## config.mk

```make
export PLATFORM = sky130hd
export DESIGN_NAME = progSeq
export DESIGN_NICKNAME = d
export VERILOG_FILES = /design/src/rtl/seqPkg.sv /design/src/rtl/seqCtrl.sv /design/src/rtl/seqRetStack.sv /design/src/rtl/seqDatapath.sv /design/src/rtl/progSeq.sv
export SDC_FILE = /design/constraint.sdc
export NUM_CORES = 1
export LEC_CHECK = 0
export ABC_AREA = 1
export BUFFER_PORTS_ARGS = -buffer_cell sky130_fd_sc_hd__buf_2
export CELL_PAD_IN_SITES_DETAIL_PLACEMENT = 1
export CELL_PAD_IN_SITES_GLOBAL_PLACEMENT = 1
export CORE_AREA = 2 2 128 130
export CTS_CLUSTER_SIZE = 24
export DETAILED_ROUTE_END_ITERATION = 7
export DIE_AREA = 0 0 130 132
export PLACE_DENSITY = 0.79
export SLEW_MARGIN = 0
export SYNTH_ARGS = -nofsm -noshare
export SYNTH_HDL_FRONTEND = slang
export SYNTH_HIERARCHICAL = 1
export SYNTH_SLANG_ARGS = --single-unit
```

## constraint.sdc

```tcl
create_clock -name clk -period 2.3 [get_ports clk]
set_input_delay 0.46 -clock clk [delete_from_list [all_inputs] [get_ports clk]]
set_output_delay 0.46 -clock clk [all_outputs]
set_load 0.02 [all_outputs]
```

## src/rtl/seqPkg.sv

```systemverilog
package seqPkg;
  localparam int INSTR_W = 13;
  localparam int OP_W    = INSTR_W - 4;   // instruction bits 12:4 reach the decoder
  localparam int BANK_W  = 2;

  localparam logic [2:0]      CALL_OP  = 3'b100;
  localparam logic [2:0]      JUMP_OP  = 3'b101;
  localparam logic [4:0]      RETL_OP  = 5'b11100;
  localparam logic [OP_W-1:0] PAGE_OP  = 9'h1E8;
  localparam logic [OP_W-1:0] BANK_OP  = 9'h1E9;

  typedef struct packed {
    logic call;
    logic jump;
    logic ret;
    logic pageSet;
    logic bankSet;
    logic skip;
  } seqStrobeT;
endpackage

```

## src/rtl/seqCtrl.sv

```systemverilog
module seqCtrl
  import seqPkg::*;
(
  input  logic [OP_W-1:0] opBits,
  input  logic            skipReq,
  output seqStrobeT       strb
);
  logic isCall, isJump, isRet;

  always_comb begin
    isCall = (opBits[OP_W-1 -: 3] == CALL_OP);
    isJump = (opBits[OP_W-1 -: 3] == JUMP_OP);
    isRet  = (opBits[OP_W-1 -: 5] == RETL_OP);
    strb         = '0;
    strb.call    = isCall;
    strb.jump    = isJump;
    strb.ret     = isRet;
    strb.pageSet = (opBits == PAGE_OP);
    strb.bankSet = (opBits == BANK_OP);
    // a transfer of control overrides any skip request
    strb.skip    = skipReq & ~(isCall | isJump | isRet);
  end
endmodule

```

## src/rtl/seqRetStack.sv

```systemverilog
module seqRetStack #(
  parameter int DEPTH = 8,
  parameter int WIDTH = 13,
  localparam int SP_W = $clog2(DEPTH)
) (
  input  logic             clk,
  input  logic             rstN,
  input  logic             pushEn,
  input  logic             popEn,
  input  logic [WIDTH-1:0] pushData,
  output logic [WIDTH-1:0] topData
);
  logic [SP_W-1:0]  sp;
  logic [WIDTH-1:0] slots [DEPTH];

  // pointer wraps freely: DEPTH is a power of two
  always_ff @(posedge clk or negedge rstN) begin
    if (!rstN)       sp <= '0;
    else if (pushEn) sp <= sp + SP_W'(1);
    else if (popEn)  sp <= sp - SP_W'(1);
  end

  for (genvar e = 0; e < DEPTH; e++) begin : g_slot
    always_ff @(posedge clk or negedge rstN) begin
      if (!rstN)                             slots[e] <= '0;
      else if (pushEn && sp == SP_W'(e))     slots[e] <= pushData;
    end
  end

  assign topData = slots[sp - SP_W'(1)];
endmodule

```

## src/rtl/seqDatapath.sv

```systemverilog
module seqDatapath
  import seqPkg::*;
#(
  parameter int OFF_W  = 10,
  parameter int PAGE_W = 3,
  parameter int DEPTH  = 8,
  localparam int PC_W  = PAGE_W + OFF_W
) (
  input  logic              clk,
  input  logic              rstN,
  input  seqStrobeT         strb,
  input  logic [OFF_W-1:0]  jumpOff,
  input  logic [PAGE_W-1:0] pageLit,
  output logic [PC_W-1:0]   fetchAddr
);
  logic [PC_W-1:0]   pc, nextPc, pcInc1, pcInc2, retAddr;
  logic [PAGE_W-1:0] pageReg;

  assign pcInc1 = pc + PC_W'(1);
  assign pcInc2 = pc + PC_W'(2);

  seqRetStack #(
    .DEPTH (DEPTH),
    .WIDTH (PC_W)
  ) u_stack (
    .clk      (clk),
    .rstN     (rstN),
    .pushEn   (strb.call),
    .popEn    (strb.ret),
    .pushData (pcInc1),
    .topData  (retAddr)
  );

  always_comb begin
    if (strb.call || strb.jump)          nextPc = {pageReg, jumpOff};
    else if (strb.ret)                   nextPc = retAddr;
    else if (strb.skip)                  nextPc = pcInc2;
    else if (strb.pageSet || strb.bankSet) nextPc = pcInc1;
    else                                 nextPc = pcInc1;
  end

  always_ff @(posedge clk or negedge rstN) begin
    if (!rstN) begin
      pc      <= '0;
      pageReg <= '0;
    end else begin
      pc <= nextPc;
      if (strb.pageSet) pageReg <= pageLit;
    end
  end

  assign fetchAddr = pc;
endmodule

```

## src/rtl/progSeq.sv

```systemverilog
module progSeq
  import seqPkg::*;
#(
  parameter int OFF_W  = 10,
  parameter int PAGE_W = 3,
  parameter int DEPTH  = 8,
  parameter int DATA_W = 8,
  localparam int PC_W  = PAGE_W + OFF_W
) (
  input  logic                clk,
  input  logic                rstN,
  input  logic [INSTR_W-1:0]  instr,
  input  logic                skipReq,
  output logic [PC_W-1:0]     fetchAddr,
  output logic                accLoadEn,
  output logic [DATA_W-1:0]   accLoadVal,
  output logic                pageWrEn,
  output logic [PAGE_W-1:0]   pageWrVal,
  output logic                bankWrEn,
  output logic [BANK_W-1:0]   bankWrVal
);
  seqStrobeT strb;

  seqCtrl u_ctrl (
    .opBits  (instr[INSTR_W-1:4]),
    .skipReq (skipReq),
    .strb    (strb)
  );

  seqDatapath #(
    .OFF_W  (OFF_W),
    .PAGE_W (PAGE_W),
    .DEPTH  (DEPTH)
  ) u_dp (
    .clk       (clk),
    .rstN      (rstN),
    .strb      (strb),
    .jumpOff   (instr[OFF_W-1:0]),
    .pageLit   (instr[PAGE_W-1:0]),
    .fetchAddr (fetchAddr)
  );

  assign accLoadEn  = strb.ret;
  assign accLoadVal = instr[DATA_W-1:0];
  assign pageWrEn   = strb.pageSet;
  assign pageWrVal  = instr[PAGE_W-1:0];
  assign bankWrEn   = strb.bankSet;
  assign bankWrVal  = instr[BANK_W-1:0];
endmodule

```

==> summary.txt <==
Detailed routing
  • First-pass iteration count of the detailed router: 5
  • First-iteration detailed-routing DRC count: 413
  • WL final: 20.9 mm
  • Remaining DRCs: 0
  • Routed len/inst: 17.3 microns
  • Via density: 5.09
  • Vias: 6,154
  • Post-DRT Antenna Nets: 0

Worst setup path
  • Buffers & Inverters on Critical Path: 2
  • Peak per-stage delay on the critical path: 0.50 ns
  • CP delay by family, top: flip-flops
  • Crit path DAT: 2.42 ns
  • CP max stage cell: dfrtp_1
  • Critical path, cell by cell: ha_1 > nand2_1 > inv_1 > nand2_1 > nor2_1 > xor2_1 > inv_1 > o21ai_0
  • Worst Setup Start Kind: register
  • Worst-path fanout max: 8
  • Critical Path Sink Type: register
  • Req. time, crit path: 2.62 ns
  • Setup Crit Path Kind: reg -> reg

Cells and area
  • Commonest non-fill, non-tap cell in the layout: nand2_1
  • Final Util: 49.6%
  • Fillers: 2,049
  • Area Growth Syn to Fin: 11.9%
  • Share of cells above drive strength 1: 11.3%
  • Register area: 3080 sq um
  • N_diodes: 0
  • Nets: 1,006
  • Most frequent cells in the layout: nand2_1 (349), inv_1 (140), dfrtp_1 (122)
  • Multi-input gate area: 2950 sq um

Die
  • Row Count: 46
  • Die Area: 17,200 sq um
  • Core Box Area: 15,700 sq um
  • Starting Density: 44.3%
  • Die width: 130 microns
  • Io pins: 45
  • Die H: 132 microns

Global route
  • GRT overflow: 0
  • Initial antenna violation count: 0
  • First-pass GRT wire length: 33.8 mm
  • Total GRT Usage: 25.8%
  • Largest net degree at the start of global routing: 55
  • Vias in the first global route: 6,356

STA
  • Worst hold slack: 0.00542 ns
  • Fmax: 478 MHz
  • Endpoints failing setup: 0
  • Fin. max-slew vios: 0
  • Setup_tns: 0 ns
  • Final hold vios: 0
  • Relative slew slack: 35.2%
  • RSZ-0062 raised after global routing: no
  • Crit path time final: 2.09 ns
  • Worst Skew: 0.00821 ns
  • Worst slew pin tran: 0.968 ns
  • Tcrit/Tclk final: 90.9%

Clock tree
  • CTS tree: built
  • Clk pin slew, worst setup/hold paths: 0.05 ns
  • Longest Clk Path Bufs: 2
  • Root buffer cell: clkbuf_16
  • Hold_buf cts: 0
  • CTS Sinks: 123
  • H-tree lvl count: 4
  • Clock latency on the worst-skew pair: 0.42 ns
  • Num CTS Buffers: 17

Synthesis
  • Synthesized area: 6970 sq um
  • Seq/Total Area, Yosys: 44.2%
  • Syn_nets: 985
  • Largest cells by area after synthesis: dfrtp_1 (44%), nand2_1 (19%), inv_1 (7.5%)
  • Yosys reg bits: 123
  • Yosys top cell area share: 44.2%
  • Syn Area/Cell: 7.26 sq um
  • Cell variety after synth: 33
  • Top cell type by total area after synthesis: dfrtp_1
  • Cells after Synth: 960
  • Synth warnings: 6

Pwr
  • Int Pwr: 6.19 mW
  • Psw: 4.96 mW
  • Sequential Power Share: 31.8%
  • Comb power frac: 44.7%
  • PwrDens: 1430 nW/um^2
  • Max rail drop VDD: 0.876 mV
  • Clock power frac: 23.5%
  • Switching part of the total: 44.5%
  • Lkg Pwr: 4.05 nW

Run status
  • Status: finished, final reports clean

Placement
  • Hpwl dp: 13.2 mm
  • GPL Wtd Cong: 0.876
  • Count of input and output buffers: 44

Hold path
  • HP Class: in -> async

Run
  • Maxcap violations: 0
==> area by class of cell <==
cell class	count	share of cell area, %
Inverter	146	7.09
Multi-Input combinational cell	633	37.8
Clock inverter	8	1.19
Timing Repair Buffer	60	4.81
Sequential cell	123	39.5
Clock buffer	23	6.13
Tap cell	216	3.47
==> power groups by stage <==
stage	logic (mW)	clock network [mW]	registers [mW]
2_1_floorplan	3.54	0	3.44
3_3_place_gp	4.77	0	3.53
3_5_place_dp	4.91	0	3.56
4_1_cts	5.00	2.67	3.54
5_1_grt	5.67	2.78	3.64
6_report	4.99	2.62	3.54
==> logic make-up (layout without fill, tap and decap cells) <==
| logic type | count (synthesis) | in the layout | synth area share (%) |
|---|---|---|---|
| xor gates and xnor gates | 8 | 8 | 1.28 |
| DFF | 123 | 123 | 44.2 |
| muxes | 3 | 3 | 0.485 |
| AOI/OAI and AO/OA | 126 | 126 | 9.34 |
| buffers and inverters | 204 | 237 | 13.5 |
| adders and majority gates | 9 | 9 | 1.62 |
| and+or+nand+nor | 487 | 487 | 29.6 |
==> final timing paths <==
| path | depth (start not counted) | endpoint | slack [ns] | from |
|---|---|---|---|---|
| setup / recovery | 8 | u_dp/u_stack/slots[9] | 0.21 | u_dp/fetchAddr[2] |
| hold / removal | 1 | u_dp/u_stack/slots[24] | 0.005 | rstN |
| setup reg to reg | 8 | u_dp/u_stack/slots[9] | 0.21 | u_dp/fetchAddr[2] |
| hold reg to reg | 2 | u_dp/u_stack/slots[82] | 0.48 | u_dp/u_stack/slots[82] |
| max in group asynchronous | 2 | u_dp/u_stack/sp[0] | 1.65 | rstN |
| min in group clk | 3 | u_dp/fetchAddr[3] | 0.27 | instr[3] |
==> sequential cells by signal, summed over array words and instances (netlist names) <==
| register | flops |
|---|---|
| u_dp/fetchAddr | 13 |
| u_dp/u_stack/slots | 104 |
| u_dp/pageReg | 3 |
| u_dp/u_stack/sp | 3 |
==> synthesized netlist by cell type, drive strengths merged <==
master / instances
nand2: 353
inv: 145
dfrtp: 123
o21ai: 113
nand3: 89
buf: 50
nor2: 38
ha: 9
clkbuf: 8
xnor2: 5
a21oi: 4
nand4: 4
o211ai: 4
a31oi: 3
and2: 3
mux2: 3
xor2: 3
a211oi: 1
clkinv: 1
o221ai: 1
==> layer usage <==
layer	up-vias	wire length (microns)	global-route usage, %
met5	-	0	0
met4	0	359	7.11
met3	31	563	4.99
met2	79	10400	42.6
met1	3053	9510	34.5
li1	2991	-	-
==> per-stage QoR <==
stage	worst slack [ns]	cells	power [mW]	instance area [sq um]
CTS	0.0972	1209	11.2	7790
floorplan	0.303	960	6.99	6970
detailed placement	0.0352	1178	8.47	7220
global placement	0.114	1178	8.30	7220
global route	0.0574	1209	12.1	7800
finish	0.209	1209	11.2	7800
==> what timing repair did <==
item,4_1_cts,5_1_grt
buffers inserted,0,0
gates resized for setup,0,2
setup endpoints to repair,0,9
(Power assumes the default switching activity.)
